### src/rtl/osd_rowscan_pkg.sv
package osd_rowscan_pkg;

  localparam int HGT_W      = 6;
  localparam int DLY_W      = 8;
  localparam int FONT_LINES = 16;
  localparam int FL_W       = $clog2(FONT_LINES);
  localparam int MIN_HEIGHT = 16;
  localparam int DCNT_W     = DLY_W + 2;
  localparam int LIR_W      = HGT_W + 1;

  // Heights below the font size are clamped up to it.
  function automatic logic [HGT_W-1:0] eff_height(input logic [HGT_W-1:0] h);
    return (h < HGT_W'(MIN_HEIGHT)) ? HGT_W'(MIN_HEIGHT) : h;
  endfunction

  // Index of the last skipped line: four lines per step plus one.
  function automatic logic [DCNT_W-1:0] delay_target(input logic [DLY_W-1:0] d);
    return {d, 2'b00} + DCNT_W'(1);
  endfunction

  // Spread the font over the row height; double rows halve the line first.
  function automatic logic [FL_W-1:0] font_line_of(input logic [LIR_W-1:0] lir,
                                                    input logic             dbl,
                                                    input logic [HGT_W-1:0] h);
    logic [LIR_W-1:0] l;
    logic [15:0]      num;
    logic [15:0]      quo;
    l   = dbl ? (lir >> 1) : lir;
    num = 16'(l) * 16'(FONT_LINES);
    quo = num / 16'(eff_height(h));
    return quo[FL_W-1:0];
  endfunction

endpackage

### src/rtl/osd_sync_edge.sv
module osd_sync_edge (
  input  logic clk,
  input  logic rst_n,
  input  logic sig_in,
  input  logic active_high,
  output logic edge_o
);
  logic lvl;
  logic lvl_q;

  assign lvl    = ~(sig_in ^ active_high);
  assign edge_o = lvl & ~lvl_q;

  always_ff @(posedge clk or negedge rst_n) begin
    if (!rst_n) lvl_q <= 1'b1;
    else        lvl_q <= lvl;
  end

  // a single transition yields a single event
  p_single_edge_r10: assert property (@(posedge clk) disable iff (!rst_n)
    edge_o |=> !edge_o);

endmodule

### src/rtl/osd_vdelay_cnt.sv
module osd_vdelay_cnt
  import osd_rowscan_pkg::*;
(
  input  logic             clk,
  input  logic             rst_n,
  input  logic             vs_edge,
  input  logic             hs_edge,
  input  logic [DLY_W-1:0] vdelay,
  output logic             start_o
);
  logic              armed;
  logic [DCNT_W-1:0] cnt;
  logic [DCNT_W-1:0] target;
  logic              delay_done;

  assign target     = delay_target(vdelay);
  assign delay_done = (cnt >= target);
  assign start_o    = armed & hs_edge & ~vs_edge & delay_done;

  always_ff @(posedge clk or negedge rst_n) begin
    if (!rst_n) begin
      armed <= 1'b0;
      cnt   <= '0;
    end else if (vs_edge) begin
      armed <= 1'b1;
      cnt   <= '0;
    end else if (hs_edge && armed) begin
      if (delay_done) armed <= 1'b0;
      else            cnt   <= cnt + DCNT_W'(1);
    end
  end

  // every frame restarts the margin count from zero
  p_arm_on_vs_r3: assert property (@(posedge clk) disable iff (!rst_n)
    vs_edge |=> (armed && cnt == '0));

  // display start fires at most once per frame
  p_one_start_r3: assert property (@(posedge clk) disable iff (!rst_n)
    start_o |=> !armed);

endmodule

### src/rtl/osd_row_seq.sv
module osd_row_seq
  import osd_rowscan_pkg::*;
#(
  parameter int N_ROWS   = 10,
  parameter int N_SCREEN = 10,
  parameter int ROW_W    = $clog2(N_ROWS),
  parameter int SCR_W    = $clog2(N_SCREEN + 1)
) (
  input  logic              clk,
  input  logic              rst_n,
  input  logic              vs_edge,
  input  logic              hs_edge,
  input  logic              start_i,
  input  logic [HGT_W-1:0]  char_height,
  input  logic [N_ROWS-1:0] dbl_rows,
  output logic              active_o,
  output logic [ROW_W-1:0]  mem_row_o,
  output logic [FL_W-1:0]   font_line_o
);
  logic              active;
  logic [ROW_W-1:0]  mem;
  logic [SCR_W-1:0]  scr;
  logic [HGT_W-1:0]  sub;
  logic              half;

  logic [HGT_W-1:0]  heff;
  logic              row_dbl;
  logic              last_line;
  logic              line_step;
  logic              row_end;
  logic [SCR_W-1:0]  scr_next;
  logic              screen_full;
  logic              last_mem_done;
  logic              frame_done;
  logic [LIR_W-1:0]  lir;

  assign heff          = eff_height(char_height);
  assign row_dbl       = dbl_rows[mem];
  assign last_line     = (sub >= heff - HGT_W'(1));
  assign line_step     = hs_edge & active & ~vs_edge;
  assign row_end       = line_step & last_line;
  assign scr_next      = scr + SCR_W'(1);
  assign screen_full   = (scr_next == SCR_W'(N_SCREEN));
  assign last_mem_done = ~(row_dbl & ~half) & (mem == ROW_W'(N_ROWS - 1));
  assign frame_done    = row_end & (screen_full | last_mem_done);
  assign lir           = half ? (LIR_W'(heff) + LIR_W'(sub)) : LIR_W'(sub);

  assign active_o    = active;
  assign mem_row_o   = mem;
  assign font_line_o = active ? font_line_of(lir, row_dbl, char_height) : '0;

  always_ff @(posedge clk or negedge rst_n) begin
    if (!rst_n) begin
      active <= 1'b0;
      mem    <= '0;
      scr    <= '0;
      sub    <= '0;
      half   <= 1'b0;
    end else if (vs_edge || start_i) begin
      active <= start_i & ~vs_edge;
      mem    <= '0;
      scr    <= '0;
      sub    <= '0;
      half   <= 1'b0;
    end else if (line_step) begin
      if (!last_line) begin
        sub <= sub + HGT_W'(1);
      end else if (frame_done) begin
        active <= 1'b0;
        mem    <= '0;
        scr    <= '0;
        sub    <= '0;
        half   <= 1'b0;
      end else begin
        sub <= '0;
        scr <= scr_next;
        if (row_dbl && !half) begin
          half <= 1'b1;
        end else begin
          half <= 1'b0;
          mem  <= mem + ROW_W'(1);
        end
      end
    end
  end

  // a vertical edge always blanks the next cycle
  p_vs_clears_r8: assert property (@(posedge clk) disable iff (!rst_n)
    vs_edge |=> !active_o);

  // the first displayed line is row 0, font line 0
  p_start_row0_r3: assert property (@(posedge clk) disable iff (!rst_n)
    (start_i && !vs_edge) |=> (active_o && mem_row_o == '0 && font_line_o == '0));

  // nothing moves between sync events
  p_hold_r10: assert property (@(posedge clk) disable iff (!rst_n)
    (!hs_edge && !vs_edge) |=> ($stable(active) && $stable(mem) && $stable(sub) && $stable(half)));

  // screen row and memory row counts stay inside the frame
  p_bounds_r7: assert property (@(posedge clk) disable iff (!rst_n)
    (scr < SCR_W'(N_SCREEN)) && (mem < ROW_W'(N_ROWS)));

endmodule

### src/rtl/osd_row_scanner.sv
module osd_row_scanner
  import osd_rowscan_pkg::*;
#(
  parameter int N_ROWS        = 10,
  parameter int N_SCREEN_ROWS = 10,
  localparam int ROW_W        = $clog2(N_ROWS)
) (
  input  logic              clk,
  input  logic              rst_n,
  input  logic              hsync_in,
  input  logic              vsync_in,
  input  logic              vsync_pol,
  input  logic [HGT_W-1:0]  char_height,
  input  logic [DLY_W-1:0]  vdelay,
  input  logic [N_ROWS-1:0] dbl_rows,
  output logic              disp_active,
  output logic [ROW_W-1:0]  mem_row,
  output logic [FL_W-1:0]   font_line
);
  logic hs_edge;
  logic vs_edge;
  logic disp_start;

  osd_sync_edge u_hs_edge (
    .clk         (clk),
    .rst_n       (rst_n),
    .sig_in      (hsync_in),
    .active_high (1'b1),
    .edge_o      (hs_edge)
  );

  osd_sync_edge u_vs_edge (
    .clk         (clk),
    .rst_n       (rst_n),
    .sig_in      (vsync_in),
    .active_high (vsync_pol),
    .edge_o      (vs_edge)
  );

  osd_vdelay_cnt u_dly (
    .clk     (clk),
    .rst_n   (rst_n),
    .vs_edge (vs_edge),
    .hs_edge (hs_edge),
    .vdelay  (vdelay),
    .start_o (disp_start)
  );

  osd_row_seq #(
    .N_ROWS   (N_ROWS),
    .N_SCREEN (N_SCREEN_ROWS)
  ) u_seq (
    .clk         (clk),
    .rst_n       (rst_n),
    .vs_edge     (vs_edge),
    .hs_edge     (hs_edge),
    .start_i     (disp_start),
    .char_height (char_height),
    .dbl_rows    (dbl_rows),
    .active_o    (disp_active),
    .mem_row_o   (mem_row),
    .font_line_o (font_line)
  );

  // idle output names row 0
  p_idle_row0_r1: assert property (@(posedge clk) disable iff (!rst_n)
    !disp_active |-> (mem_row == '0 && font_line == '0));

  // memory rows are visited in order, one step at a time
  p_row_step_r4: assert property (@(posedge clk) disable iff (!rst_n)
    (disp_active && $past(disp_active) && mem_row != $past(mem_row))
      |-> (mem_row == ROW_W'($past(mem_row) + 1'b1)));

endmodule

### config.mk
export PLATFORM = sky130hd
export DESIGN_NAME = osd_row_scanner
export DESIGN_NICKNAME = d
export VERILOG_FILES = /design/src/rtl/osd_rowscan_pkg.sv /design/src/rtl/osd_sync_edge.sv /design/src/rtl/osd_vdelay_cnt.sv /design/src/rtl/osd_row_seq.sv /design/src/rtl/osd_row_scanner.sv
export SDC_FILE = /design/constraint.sdc
export NUM_CORES = 1
export LEC_CHECK = 0
export BUFFER_PORTS_ARGS = -buffer_cell sky130_fd_sc_hd__buf_2
export CORE_ASPECT_RATIO = 0.8
export CORE_MARGIN = 4
export CORE_UTILIZATION = 50
export CTS_CLUSTER_DIAMETER = 120
export DETAILED_ROUTE_END_ITERATION = 6
export GPL_ROUTABILITY_DRIVEN = 0
export PLACE_DENSITY = 0.7
export REMOVE_ABC_BUFFERS = 1
export SYNTH_ARGS = -nofsm -noshare
export SYNTH_HDL_FRONTEND = slang
export SYNTH_SLANG_ARGS = --single-unit
### constraint.sdc
create_clock -name clk -period 31.1 [get_ports clk]
set_input_delay 4.665 -clock clk [delete_from_list [all_inputs] [get_ports clk]]
set_output_delay 4.665 -clock clk [all_outputs]
set_load 0.02 [all_outputs]
==> results of run 1 <==
final cells by class:
cell class                      instances  share of cell area (%)
Multi-Input combinational cell        950                    79.1
Sequential cell                        29                    8.19
Timing Repair Buffer                   83                    5.97
Tap cell                              210                    2.96
Inverter                               50                    2.11
Clock buffer                            8                    1.65
worst max-delay path by stage:
stage                   end  slack [ns]  cells past startpoint
3_3_place_gp   font_line[0]        0.84                    106
4_1_cts        font_line[0]        0.24                    103
6_report       font_line[0]        1.37                    103
5_1_grt        font_line[0]       -0.13                    105
3_5_place_dp   font_line[0]        0.36                    102
2_1_floorplan  font_line[0]        0.64                    102
through the flow:
step                      area (µm²)  setup slack [ns]  TNS [ns]  util [%]
final                           8890              1.37         0      58.2
after global routing            8890            -0.129    -0.129      58.2
after CTS                       8670             0.245         0      56.8
after detailed placement        8520             0.356         0      55.8
after global placement          8520             0.838         0      55.8
after floorplan                 7780             0.640         0         -
flip-flops by register name, indices dropped and copies added (netlist names):
name / count
u_dly.armed: 1
u_dly.cnt: 10
u_hs_edge.lvl_q: 1
u_seq.active_o: 1
u_seq.half: 1
u_seq.mem_row_o: 4
u_seq.scr: 4
u_seq.sub: 6
u_vs_edge.lvl_q: 1
repair_timing:
| item | in CTS | in global routing |
|---|---|---|
| hold endpoints to repair | 0 | 0 |
| endpoints found under the setup margin | 0 | 2 |
| buffers inserted | 0 | 7 |
| hold buffers | 0 | 0 |
| resized for setup | 0 | 39 |
cell usage after synthesis (all sizes together) (8+ instances only):
cell type and instances:
nand2 89, nor2 89, ha 86, a21oi 71, o21ai 62, inv 48
xnor2 45, nor3 42, nand3 41, dfrtp 27, o21a 26, xor2 25
mux2i 24, nand2b 20, nor2b 20, a21o 19, nand4 18, o211ai 18
a31oi 17, and3 17, mux2 17, clkbuf 15, and2 13, o22ai 13
a211oi 12, o31ai 12, buf 11, a2111oi 9, or2 9, or3 9
a211o 8
routing by layer:
layer  wire (µm)  part of all wire (%)
met1       10800                    49
met4         268                   1.2
met5           0                     0
met3        1250                   5.7
met2        9780                    44
cell families after synthesis:
group / count (synthesis)
mux: 43
fa+ha+maj: 88
flops: 29
compound gates: 334
other cells: 1
simple gates: 409
buf+inv: 76
xor+xnor: 71
==> impl_metrics.py, run 1 <==
metrics = {
    "worst_setup_path": {
        "cpMostUsedCell": "nand2_1",
        "critPathCaptureType": "output port",
        "worst-path-buf-inv": 12,
        "r2r-start": "u_dly.cnt[0]",
        "path_max_fanout": 17,
        "worstSetupPathType": "input port to output port",
        "critPathLaunchType": "input port",
        "cp.arrival_ns": 25.07,
        "r2r_slack_ns": 27.29,
        "max_stage_delay_ns": 0.47,
        "required_ns": 26.44,
        "worstRegToRegCells": 20,
        "startpoint": "char_height[5]",
        "cpLargestDelayFamily": "compound AO/OA/AOI/OAI gates",
        "r2r-end": "u_seq.mem_row_o[3]",
        "cp_slowest_cell": "a211oi_1",
    },
    "layout": {
        "n_antenna_cell": 0,
        "fillers": 1424,
        "final_common_cell": "nand2_1",
        "multi_input_area_um2": 7040,
        "regArea_um2": 728,
        "layout_common_cells": "nand2_1, nor2_1, ha_1, a21oi_1, o21ai_0",
        "area_delta_synth_final_pct": 12.6,
        "fin_nets": 1234,
        "drive_gt1_share_pct": 16.9,
        "final-instance-count-excl-fill": 1330,
    },
    "yosys": {
        "synthMuxAreaShare_pct": 6.13,
        "synth_adder_area_share_pct": 13.9,
        "synth_top_family_by_area": "compound AO/OA/AOI/OAI gates",
        "syn_area_um2": 7900,
        "synth_top_area_cell": "ha_1",
        "synth_seq_cells": 29,
        "syn_avg_cell_area_um2": 7.51,
        "synth_compound_area_share_pct": 30.8,
        "synth-simple-area-share_pct": 27.7,
        "synth.distinct_cells": 112,
        "async_flop_share_pct": 100,
        "synth_edf_count": 0,
        "ys_seq_area_share_pct": 9.22,
        "synthXorXnorAreaFrac_pct": 8.14,
        "synth_area_leaders": "ha_1, dfrtp_1, xnor2_1",
        "syn_inst": 1051,
        "synth.top_cell.area_share_pct": 13.6,
        "synthFlopType": "dfrtp_1",
        "yosysWarnings": 0,
    },
    "global_route": {
        "met1_usage_pct": 36.2,
        "busiest_layer": "met2",
        "grt_pass1_wl_um": 37000,
        "use_met3_pct": 1.95,
        "grt_max_degree": 30,
        "track_usage_pct": 24.3,
        "grt_pass1_vias": 7679,
        "antenna_found_initial": 0,
        "met2_usage_pct": 38.7,
        "overflow": 0,
    },
    "timing": {
        "fmax_mhz": 33.6,
        "setup_viol": 0,
        "fin_crit_sh_pct": 95.6,
        "whs_ns": 0.525,
        "hold_viol": 0,
        "maxSlewHeadroom_pct": 45.6,
        "tightest_slew_ns": 0.815,
        "finalMaxSlewViolations": 0,
        "period_needed_ns": 29.73,
        "fin_skew_ns": 0.00720,
    },
    "floorplanning": {
        "rows": 40,
        "die-area_um2": 17900,
        "die_w_um": 149,
        "die_height_um": 120,
        "core_um2": 15300,
        "ios": 38,
        "start_util_pct": 51.7,
    },
    "drt": {
        "drt-initial-drc-count": 610,
        "drt-pass1-iter-count": 5,
        "vias": 8215,
        "ant_nets": 0,
        "vias_per_cell": 6.18,
        "wl_per_cell_um": 16.6,
        "routed_wl_um": 22100,
        "drc": 0,
    },
    "cts": {
        "cts_tree": "done",
        "ctsLongestPathBuffers": 2,
        "root_buffer": "clkbuf_16",
        "cts-buffers-inserted": 5,
        "clock_tree.htree_level_count": 2,
        "cts_num_sinks": 29,
        "clock_latency_ns": 0.28,
        "clkTransAtPathRegs_ns": 0.04,
    },
    "min_path": {
        "min_to": "u_seq.scr[3]",
        "hp-start": "u_seq.scr[3]",
        "whs_path_depth": 1,
        "min_path_type": "register to register",
    },
    "job": {
        "drv_cap": 0,
    },
    "placement": {
        "dp_hpwl_um": 17300,
        "portBuffers": 37,
        "place_inst": 1315,
    },
    "run_status": {
        "status": "finished, final reports clean",
    },
}
Power of run 1 is left out: the tool's default activity adds up to more than one toggle a clock period on the data nets, which glitch-free logic cannot reach.
==> run 2: changes to the inputs <==
Settings changed: CELL_PAD_IN_SITES_DETAIL_PLACEMENT set to 1, CELL_PAD_IN_SITES_GLOBAL_PLACEMENT set to 2, CORE_UTILIZATION 50 to 34, PLACE_DENSITY 0.7 to not set, PLACE_DENSITY_LB_ADDON set to 0.15.
==> run 2 against run 1 <==
  * Register-to-register slack lost 0.03 ns
  * Clock skew shrank 0.0033 ns
  * Non-clock buffer count grew 15
  * Critical path type unchanged
  * Critical endpoint unchanged
==> impl_metrics.py, run 2 (synthesized netlist as in run 1, its figures left out) <==
metrics = {
    "run_status": {
        "status": "finished, final reports clean",
    },
    "drt": {
        "vias_per_cell": 5.73,
        "drt-pass1-iter-count": 5,
        "vias": 8258,
        "drc": 0,
        "wl_per_cell_um": 18.4,
        "ant_nets": 0,
        "routed_wl_um": 26600,
        "drt-initial-drc-count": 384,
    },
    "cts": {
        "clock_tree.htree_level_count": 2,
        "postCtsHoldBufs": 0,
        "clock_latency_ns": 0.27,
        "root_buffer": "clkbuf_16",
        "ctsLongestPathBuffers": 2,
        "cts_tree": "done",
        "clkTransAtPathRegs_ns": 0.05,
        "cts_num_sinks": 29,
        "cts-buffers-inserted": 5,
    },
    "worst_setup_path": {
        "path_max_fanout": 12,
        "worstSetupPathType": "input port to output port",
        "cp.arrival_ns": 25.21,
        "cp_slowest_cell": "a2111oi_2",
        "critPathCaptureType": "output port",
        "worst-path-buf-inv": 7,
        "cpLargestDelayFamily": "compound AO/OA/AOI/OAI gates",
        "worstRegToRegCells": 20,
        "worst-path-stages": 104,
        "startpoint": "char_height[5]",
        "critPathLaunchType": "input port",
        "max_stage_delay_ns": 0.43,
        "r2r-start": "u_dly.cnt[0]",
        "cpMostUsedCell": "ha_1",
        "required_ns": 26.44,
    },
    "layout": {
        "largest_reg_flops": 10,
        "drive_gt1_share_pct": 20.3,
        "area_delta_synth_final_pct": 16.8,
        "fillers": 2845,
        "fin_area_um2": 9220,
        "multi_input_area_um2": 7130,
        "top_regs": "u_dly.cnt (10), u_seq.sub (6)",
        "fin_nets": 1249,
        "regArea_um2": 728,
        "largest_register": "u_dly.cnt",
        "layout_common_cells": "nor2_1, nand2_1, ha_1, a21oi_1, buf_4",
        "n_antenna_cell": 0,
    },
    "global_route": {
        "overflow": 0,
        "grt_max_degree": 30,
        "track_usage_pct": 20.2,
        "grt_pass1_wl_um": 43000,
        "antenna_found_initial": 1,
        "grt_pass1_vias": 8156,
    },
    "timing": {
        "setup_tns_ns": 0,
        "period_needed_ns": 29.88,
        "fin_ws_ns": 1.22,
        "hold_viol": 0,
        "fin_skew_ns": 0.00393,
        "fin_crit_sh_pct": 96.1,
        "finalMaxSlewViolations": 0,
        "maxSlewHeadroom_pct": 46.4,
        "whs_ns": 0.509,
        "setup_viol": 0,
        "fmax_mhz": 33.5,
        "tightest_slew_ns": 0.800,
    },
    "placement": {
        "dp_hpwl_um": 21000,
        "detailedPlace.worstSlack_ns": -0.687,
        "dpl-instance-area_um2": 8640,
        "portBuffers": 37,
    },
    "floorplanning": {
        "start_util_pct": 34.8,
        "die_w_um": 178,
        "core_um2": 22700,
        "die_height_um": 144,
        "rows": 49,
        "ios": 38,
        "die-area_um2": 25700,
    },
    "job": {
        "drv_cap": 0,
    },
    "min_path": {
        "hp-start": "u_dly.armed",
        "whs_path_depth": 1,
        "min_path_type": "register to register",
    },
}
[run 2: what timing repair did]
| item | 4_1_cts | 5_1_grt |
|---|---|---|
| gates resized for setup | 7 | 63 |
| endpoints found under the hold margin | 0 | 0 |
| pin swaps | 0 | 13 |
| endpoints found under the setup margin | 1 | 2 |
| setup buffers | 0 | 22 |
[run 2: cell type report]
class                   instances  share of cell area, %
clock buffers                   8                   1.48
inverters                      50                   2.08
multi-input cells             950                   77.4
flip-flops and latches         29                   7.90
well taps                     306                   4.15
repair buffers                 98                   7.04
[run 2: worst paths after layout]
check | slack, ns | end
worst min register to register | 0.51 | u_dly.armed
worst max register to register | 27.26 | u_seq.mem_row_o[3]
worst max-delay path | 1.22 | font_line[0]
worst min-delay path | 0.51 | u_dly.armed
min in group asynchronous | 4.42 | u_seq.mem_row_o[1]
max in group asynchronous | 26.25 | u_seq.sub[3]
[run 2: worst reg2reg max path: cells and delay by family, from the launching register on]
kind,cells,cell delay [ns]
flops,1,0.42
simple gates,11,1.55
xor+xnor,1,0.15
fa+ha+maj,1,0.20
compound gates,7,1.39
[run 2: metal layers]
| metal | GRT usage, % | part of all wire, % |
|---|---|---|
| met1 | 31.4 | 54 |
| met2 | 31.8 | 43 |
| met3 | 1.25 | 2.6 |
| met4 | 1.33 | 0.27 |
| met5 | 0 | 0.049 |
[run 2: through the flow]
step           utilization [%]  cells
6_report                  40.7   1441
5_1_grt                   40.7   1441
4_1_cts                   38.8   1419
3_5_place_dp              38.1   1411
3_3_place_gp              38.1   1411
2_1_floorplan                -   1029
Power of run 2 is left out for the same reason.
==> run 3: changes to the inputs <==
Settings changed: HOLD_SLACK_MARGIN set to 0.08.
Clock period 31.1 ns to 25 ns, I/O delays scaled along.
==> run 3 against run 2 <==
  * The run now ends with negative setup slack left
  * Critical path depth up 11
  * Routed wire length is 24% higher
  * Worst setup slack lost 2.7 ns
  * Count of clock-buffer cells in the layout unchanged
  * Critical path type unchanged
  * Critical endpoint unchanged
==> impl_metrics.py, run 3 (synthesized netlist as in run 1, its figures left out) <==
metrics = {
    "worst_setup_path": {
        "r2r_slack_ns": 21.03,
        "critPathCaptureType": "output port",
        "endpoint": "font_line[0]",
        "worstSetupPathType": "input port to output port",
        "worstRegToRegCells": 21,
        "path_max_fanout": 5,
        "r2r-start": "u_dly.cnt[1]",
        "required_ns": 21.25,
        "critPathLaunchType": "input port",
        "max_stage_delay_ns": 0.40,
        "startpoint": "char_height[4]",
        "cp_slowest_cell": "or3_4",
        "r2r-end": "u_seq.mem_row_o[3]",
        "cp.arrival_ns": 22.71,
    },
    "global_route": {
        "grt_max_degree": 30,
        "antenna_found_initial": 0,
        "overflow": 0,
        "grt_pass1_vias": 9863,
        "grt_pass1_wl_um": 50100,
        "track_usage_pct": 23.5,
    },
    "layout": {
        "largest_register": "u_dly.cnt",
        "n_antenna_cell": 0,
        "drive_gt1_share_pct": 44.5,
        "top_regs": "u_dly.cnt (10), u_seq.sub (6)",
        "final_core_util_pct": 55.4,
        "largest_reg_flops": 10,
        "layout_common_cells": "buf_4, nor2_1, nand2_1, ha_1, a21oi_1",
        "area_delta_synth_final_pct": 59.1,
        "final_common_cell": "buf_4",
        "fin_nets": 1587,
    },
    "drt": {
        "drt-pass1-iter-count": 5,
        "vias_per_cell": 5.56,
        "vias": 9895,
        "wl_per_cell_um": 18.5,
        "drc": 0,
        "routed_wl_um": 32900,
        "drt-initial-drc-count": 442,
        "ant_nets": 0,
    },
    "run_status": {
        "status": "complete, but fails checks",
        "violations": "negative setup slack",
    },
    "timing": {
        "fin_ws_ns": -1.46,
        "fin_crit_sh_pct": 106,
        "setup_viol": 2,
        "fmax_mhz": 37.8,
        "maxSlewHeadroom_pct": 47.2,
        "whs_ns": 0.507,
        "period_needed_ns": 26.46,
        "rsz0062_at_grt": "yes",
        "hold_viol": 0,
        "fin_skew_ns": 0.00672,
        "tightest_slew_ns": 0.784,
        "finalMaxSlewViolations": 0,
    },
    "cts": {
        "cts_tree": "done",
        "clkTransAtPathRegs_ns": 0.05,
        "clock_latency_ns": 0.27,
        "cts-buffers-inserted": 5,
        "ctsLongestPathBuffers": 2,
        "postCtsHoldBufs": 0,
        "clock_tree.htree_level_count": 2,
        "cts_num_sinks": 29,
        "root_buffer": "clkbuf_16",
    },
    "placement": {
        "dp_hpwl_um": 24900,
        "portBuffers": 37,
    },
    "floorplanning": {
        "die-area_um2": 25700,
        "rows": 49,
        "die_height_um": 144,
        "core_um2": 22700,
        "die_w_um": 178,
        "start_util_pct": 34.8,
        "ios": 38,
    },
    "min_path": {
        "min_path_type": "register to register",
    },
    "job": {
        "drv_cap": 0,
    },
}
## run 3: changes by cell type in the layout (fill, tap and decap cells not counted), moves of 7 or more
cell     before  now
ha_4          1   23
o21ai_0      56   46
a21oi_1      62   54
buf_6         1   13
nor3_2        3   12
nand2_2       4   11
ha_1         79   62
buf_4        61  386
nand2_1      84   75
nor3_1       38   28
## run 3: worst min-delay path by stage
| stage | depth (start not counted) | startpoint | endpoint | slack, ns |
|---|---|---|---|---|
| after CTS | 1 | u_dly.armed | u_dly.armed | 0.51 |
| final | 1 | u_dly.armed | u_dly.armed | 0.51 |
| after floorplan | 1 | u_dly.armed | u_dly.armed | 0.47 |
| after global placement | 1 | u_dly.armed | u_dly.armed | 0.48 |
| after global routing | 1 | u_dly.armed | u_dly.armed | 0.55 |
| after detailed placement | 1 | u_dly.armed | u_dly.armed | 0.50 |
## run 3: what timing repair did
action,CTS,global route
endpoints found under the setup margin,2,3
pin swaps,9,94
setup buffers,9,49
gates cloned,0,1
gates resized for setup,44,171
## run 3: through the flow
step                      instance area [µm²]  std cells  worst slack (ns)  TNS (ns)
after floorplan                          7780       1029             -3.63     -6.26
after global placement                  10900       1713             -1.73     -1.98
after detailed placement                10900       1713             -2.63     -3.72
after CTS                               11300       1730             -1.88     -2.29
after global routing                    12600       1779             -2.68     -3.93
final                                   12600       1779             -1.46     -1.55
## run 3: layout make-up
type / instances / area [µm²]
Inverter: 50 / 190
Fill cell: 2757 / 10100
Sequential cell: 29 / 728
Timing Repair Buffer: 436 / 3270
Tap cell: 306 / 383
Clock buffer: 8 / 146
Multi-Input combinational cell: 950 / 7840
## run 3: worst max-delay path, delay by kind of cell
family                     cells  cell delay [ns]
AOI/OAI and AO/OA             39             6.48
buffers and inverters         16             2.07
xor gates and xnor gates       1             0.14
muxes                          7             1.79
adders and majority gates     12             3.29
and+or+nand+nor               40             5.18
## run 3: metal layers
metal  vias to the layer above  GRT usage (%)  part of all wire [%]
li1                       4823              -                     -
met1                      4915           33.8                    49
met2                       129           39.9                    48
met3                        28           1.20                   2.0
met4                         0           3.15                   1.3
met5                         -              0                     0
Power of run 3 is left out for the same reason.
